File: src/rtl/ioc_pkg.sv
package ioc_pkg;
   // Default geometry of the monitored pin set
   localparam int unsigned PA_PINS    = 6;
   localparam int unsigned PB_PINS    = 4;
   localparam int unsigned PB_LSB     = 4;
   localparam int unsigned SYNC_DEPTH = 2;

   // Reduce a per-pin mismatch vector to a single hit
   function automatic logic any_set(input logic [31:0] v);
      return |v;
   endfunction
endpackage

File: src/rtl/ioc_sync.sv
module ioc_sync #(
   parameter int unsigned W      = 6,
   parameter int unsigned STAGES = 2
) (
   input  logic         clk,
   input  logic [W-1:0] d,
   output logic [W-1:0] q
);
   if (STAGES < 2) begin : g_bad_depth
      $error("ioc_sync: STAGES must be at least 2");
   end
   if (W < 1) begin : g_bad_width
      $error("ioc_sync: W must be at least 1");
   end

   // Shift chain; no reset so the reference can copy live pins during reset
   logic [STAGES-1:0][W-1:0] stg;

   always_ff @(posedge clk) begin
      stg <= {stg[STAGES-2:0], d};
   end

   assign q = stg[STAGES-1];
endmodule

File: src/rtl/ioc_port_cmp.sv
module ioc_port_cmp #(
   parameter int unsigned W = 6
) (
   input  logic         clk,
   input  logic         rst_n,
   input  logic         en_we,
   input  logic [W-1:0] en_wd,
   input  logic         rd,
   input  logic [W-1:0] live,
   output logic [W-1:0] ref_q,
   output logic         hit
);
   if (W < 1 || W > 32) begin : g_bad_width
      $error("ioc_port_cmp: W must be 1..32");
   end

   logic [W-1:0] en_q;
   logic [W-1:0] cmp_ref;
   logic [W-1:0] diff;

   // Pin enables and reference copy
   always_ff @(posedge clk) begin
      if (!rst_n) begin
         en_q  <= '0;
         ref_q <= live;
      end else begin
         if (en_we) en_q  <= en_wd;
         if (rd)    ref_q <= live;
      end
   end

   // A read cycle compares against the value being captured
   assign cmp_ref = rd ? live : ref_q;

   for (genvar i = 0; i < W; i++) begin : g_pin
      assign diff[i] = en_q[i] & (live[i] ^ cmp_ref[i]);
   end

   assign hit = ioc_pkg::any_set(32'(diff));


   relatch_chk: assert property (@(posedge clk) disable iff (!rst_n)
      rd |=> (ref_q == $past(live)));


   en_write_chk: assert property (@(posedge clk) disable iff (!rst_n)
      en_we |=> (en_q == $past(en_wd)));


   ref_hold_chk: assert property (@(posedge clk) disable iff (!rst_n)
      (!rd && $past(rst_n)) |=> $stable(ref_q));
endmodule

File: src/rtl/ioc_flag.sv
module ioc_flag (
   input  logic clk,
   input  logic rst_n,
   input  logic hit,
   input  logic clr,
   output logic flag
);
   // Set has priority over clear
   always_ff @(posedge clk) begin
      if (!rst_n) flag <= 1'b0;
      else        flag <= hit | (flag & ~clr);
   end


   set_wins_chk: assert property (@(posedge clk) disable iff (!rst_n)
      hit |=> flag);


   clear_chk: assert property (@(posedge clk) disable iff (!rst_n)
      (clr && !hit) |=> !flag);


   rise_cause_chk: assert property (@(posedge clk) disable iff (!rst_n)
      $rose(flag) |-> $past(hit));
endmodule

File: src/rtl/ioc_detector.sv
module ioc_detector #(
   parameter int unsigned PA_W   = ioc_pkg::PA_PINS,
   parameter int unsigned PB_W   = ioc_pkg::PB_PINS,
   parameter int unsigned SYNC_N = ioc_pkg::SYNC_DEPTH
) (
   input  logic            clk,
   input  logic            rst_n,
   input  logic [PA_W-1:0] pa_pin,
   input  logic [PB_W-1:0] pb_pin,
   input  logic            pa_en_we,
   input  logic [PA_W-1:0] pa_en_wd,
   input  logic            pb_en_we,
   input  logic [PB_W-1:0] pb_en_wd,
   input  logic            port_rd,
   input  logic            flag_clr,
   input  logic            chg_ie,
   output logic [PA_W-1:0] pa_data,
   output logic [PB_W-1:0] pb_data,
   output logic            chg_flag,
   output logic            chg_irq
);
   localparam int unsigned TOTAL_W = PA_W + PB_W;

   if (TOTAL_W > 32) begin : g_bad_total
      $error("ioc_detector: too many monitored pins");
   end

   logic [PA_W-1:0] pa_sync, pa_ref;
   logic [PB_W-1:0] pb_sync, pb_ref;
   logic            pa_hit, pb_hit;

   ioc_sync #(.W(PA_W), .STAGES(SYNC_N)) u_sync_a (
      .clk (clk), .d (pa_pin), .q (pa_sync)
   );
   ioc_sync #(.W(PB_W), .STAGES(SYNC_N)) u_sync_b (
      .clk (clk), .d (pb_pin), .q (pb_sync)
   );

   ioc_port_cmp #(.W(PA_W)) u_cmp_a (
      .clk (clk), .rst_n (rst_n), .en_we (pa_en_we), .en_wd (pa_en_wd),
      .rd (port_rd), .live (pa_sync), .ref_q (pa_ref), .hit (pa_hit)
   );
   ioc_port_cmp #(.W(PB_W)) u_cmp_b (
      .clk (clk), .rst_n (rst_n), .en_we (pb_en_we), .en_wd (pb_en_wd),
      .rd (port_rd), .live (pb_sync), .ref_q (pb_ref), .hit (pb_hit)
   );

   ioc_flag u_flag (
      .clk (clk), .rst_n (rst_n), .hit (pa_hit | pb_hit),
      .clr (flag_clr), .flag (chg_flag)
   );

   assign pa_data = pa_sync;
   assign pb_data = pb_sync;
   assign chg_irq = chg_flag & chg_ie;


   irq_gate_chk: assert property (@(posedge clk) disable iff (!rst_n)
      (chg_flag && !chg_ie) |-> !chg_irq);


   read_sync_chk: assert property (@(posedge clk) disable iff (!rst_n)
      port_rd |=> (pa_ref == $past(pa_data)) && (pb_ref == $past(pb_data)));
endmodule

File: config.mk
export PLATFORM = sky130hd
export DESIGN_NAME = ioc_detector
export DESIGN_NICKNAME = d
export VERILOG_FILES = /design/src/rtl/ioc_pkg.sv /design/src/rtl/ioc_sync.sv /design/src/rtl/ioc_port_cmp.sv /design/src/rtl/ioc_flag.sv /design/src/rtl/ioc_detector.sv
export SDC_FILE = /design/constraint.sdc
export NUM_CORES = 1
export LEC_CHECK = 0
export BUFFER_PORTS_ARGS = -buffer_cell sky130_fd_sc_hd__buf_2
export CAP_MARGIN = 0
export CORE_ASPECT_RATIO = 0.75
export CORE_UTILIZATION = 53
export CTS_CLUSTER_SIZE = 14
export DETAILED_ROUTE_END_ITERATION = 7
export PLACE_DENSITY = 0.89
export SKIP_CTS_REPAIR_TIMING = 1
export SLEW_MARGIN = 25
export SYNTH_ARGS = -nofsm -noshare
export SYNTH_HDL_FRONTEND = slang
export SYNTH_SLANG_ARGS = --single-unit
File: constraint.sdc
create_clock -name clk -period 2.45 [get_ports clk]
set_input_delay 0.49 -clock clk [delete_from_list [all_inputs] [get_ports clk]]
set_output_delay 0.49 -clock clk [all_outputs]
set_load 0.1 [all_outputs]
==> impl_metrics.env <==
export IMPL_status="completed"
export IMPL_finalCritPeriodShare_pct=70.8
export IMPL_first_iter_violations=10
export IMPL_portBuffers=38
export IMPL_antenna_found_initial=0
export IMPL_nNetsFinal=165
export IMPL_p_leak_uw=0.000722
export IMPL_cts_made_buffers=5
export IMPL_clk_latency_ns=0.34
export IMPL_drc=0
export IMPL_peakVddDrop_mv=0.534
export IMPL_arrival_ns=1.25
export IMPL_pin_count=39
export IMPL_track_usage_pct=18.6
export IMPL_rows=15
export IMPL_vias_per_cell=4.61
export IMPL_num_vias=798
export IMPL_avgSynthCellArea_um2=12.7
export IMPL_layout_drive_gt1_share_pct=41.0
export IMPL_critPathMaxFanout=3
export IMPL_clkSlewWorstSetupHoldPaths_ns=0.11
export IMPL_die_y_um=45.7
export IMPL_min_period_ns=1.74
export IMPL_cts_tree="yes"
export IMPL_dieArea_um2=2760
export IMPL_slew_limit_headroom_pct=67.3
export IMPL_start_util_pct=57.6
export IMPL_rsz0062_at_grt="no"
export IMPL_wl_mm=2.19
export IMPL_final_seq_area_um2=821
export IMPL_worstSetupStartpointType="flop"
export IMPL_syn_inst=106
export IMPL_syn_area_um2=1350
export IMPL_drtAntennaViolNets=0
export IMPL_cts_root_buffer="clkbuf_4"
export IMPL_multi_input_area_um2=439
export IMPL_hold_viol=0
export IMPL_fp_dieW_um=60.3
export IMPL_critical_path_required_ns=1.96
export IMPL_tightest_slew_ns=0.494
export IMPL_fin_worst_skew_ns=0.00885
export IMPL_slew_viol_final=0
export IMPL_fillers=202
export IMPL_synth_seq_area_share_pct=60.7
export IMPL_power_density_cell_area_nw_per_um2=824
export IMPL_grt_pass1_wl_mm=3.30
export IMPL_syn_nets=133
export IMPL_setup_worst_path_end_class="output pin"
export IMPL_gp_congestion=0.696
export IMPL_grt_pass1_vias=759
export IMPL_grt_max_degree=13
export IMPL_crit_type="flop to output pin"
export IMPL_area_delta_synth_final_pct=15.9
export IMPL_h_tree_depth=2
export IMPL_ys_types=17
export IMPL_grt_overflow=0
export IMPL_synthTopCellsByArea="dfxtp_1, mux2_2, mux2i_1, xor2_1, buf_4"
export IMPL_ys_ff_latch=41
export IMPL_fin_tns_setup_ns=0
export IMPL_cts_num_sinks=41
export IMPL_firstDrtPassIters=4
export IMPL_hold_ws_ns=0.239
export IMPL_drv_cap=0
export IMPL_yosys_area_top_type_share_pct=60.7
export IMPL_coreArea_um2=2350
export IMPL_dp_hpwl_mm=1.69
export IMPL_fmax_ghz=0.576
export IMPL_hold_path_class="input pin to flop"
export IMPL_synth_warnings=0
export IMPL_avgRoutedWirePerCell_um=12.7
export IMPL_diodes=0
export IMPL_clock_path_buffers=2
export IMPL_synth_largest_area_cell="dfxtp_1"
export IMPL_setup_viol=0
power by group:
group / internal (uW) / total (uW) / switching (uW)
Sequential: 710 / 735 / 24.2
Clock: 166 / 368 / 201
Combinational: 63.2 / 188 / 125
state kept, by name, indices dropped and copies added, names as in the netlist:
signal,flops
u_cmp_a.en_q,6
u_cmp_a.ref_q,6
u_sync_a.q,6
u_sync_a.stg,6
u_cmp_b.en_q,4
u_cmp_b.ref_q,4
u_sync_b.q,4
u_sync_b.stg,4
u_flag.flag,1
layout by cell type (no fill, tap or decap):
cell,Yosys,routed
mux2_2,10,10
and2_1,1,1
inv_1,1,1
o21ai_0,1,1
a22oi_1,3,3
a222oi_1,1,1
a21oi_1,1,1
clkbuf_4,0,5
dfxtp_1,41,41
clkinv_2,0,1
nand2_2,1,1
a31oi_1,1,1
mux2i_1,10,10
buf_2,1,38
nor2b_1,11,11
clkbuf_8,0,2
and4_1,1,1
xor2_1,10,10
worst max-delay path, cell delays in order (launching register included):
cell	delay, ns
dfxtp_1	0.36
and2_1	0.13
buf_2	0.42
synth_stat cells:
cell and instances:
buf_4 10, and2_1 1, o21ai_0 1, xor2_1 10
mux2i_1 10, a22oi_1 3, a31oi_1 1, and4_1 1
inv_1 1, buf_2 1, mux2_2 10, nor2b_1 11
a222oi_1 1, dfxtp_1 41, clkbuf_1 2, nand2_2 1
a21oi_1 1
layer usage:
layer	GRT usage [%]	vias up	wire, um
li1	-	407	-
met1	19.2	358	921
met2	31.0	26	1110
met3	5.97	7	93
met4	15.3	0	67
met5	0	-	0
through the flow:
| stage | power [uW] | worst slack, ns | area, um2 | util (%) | cells |
|---|---|---|---|---|---|
| final | 1290 | 0.715 | 1570 | 66.8 | 173 |
| after global routing | 1340 | 0.667 | 1570 | 66.8 | 173 |
| after CTS | 1310 | 0.694 | 1570 | 66.8 | 173 |
| after detailed placement | 941 | 0.877 | 1500 | 63.8 | 165 |
| after global placement | 930 | 0.890 | 1500 | 63.8 | 165 |
| after floorplan | 904 | 0.158 | 1350 | - | 106 |
cell families (layout without fill, tap and decap cells):
| group | count (synthesis) | after routing | synth area share [%] |
|---|---|---|---|
| XOR/XNOR | 10 | 10 | 6.48 |
| AO/OA/AOI/OAI | 7 | 7 | 3.61 |
| buffers and inverters | 14 | 47 | 6.76 |
| AND/OR/NAND/NOR | 14 | 14 | 6.67 |
| multiplexers | 20 | 20 | 15.7 |
| flip-flops | 41 | 41 | 60.7 |
final cells by class:
type / instances / share of cell area (%)
tap: 34 / 2.72
sequential: 41 / 52.4
clock inverter: 1 / 0.319
clock buffer: 7 / 4.15
timing repair buffer: 38 / 12.1
inverter: 1 / 0.240
multi-input combinational: 51 / 28.0
final timing paths:
path | start | end | slack, ns | cells after the start
hold / removal | pa_pin[1] | u_sync_a.stg[1] | 0.24 | 1
hold reg to reg | u_sync_b.stg[3] | u_sync_b.q[3] | 0.33 | 0
setup reg to reg | u_cmp_a.ref_q[1] | u_flag.flag | 1.26 | 3
setup / recovery | u_flag.flag | chg_irq | 0.71 | 2
No activity file was read; power rests on OpenSTA's default activity.
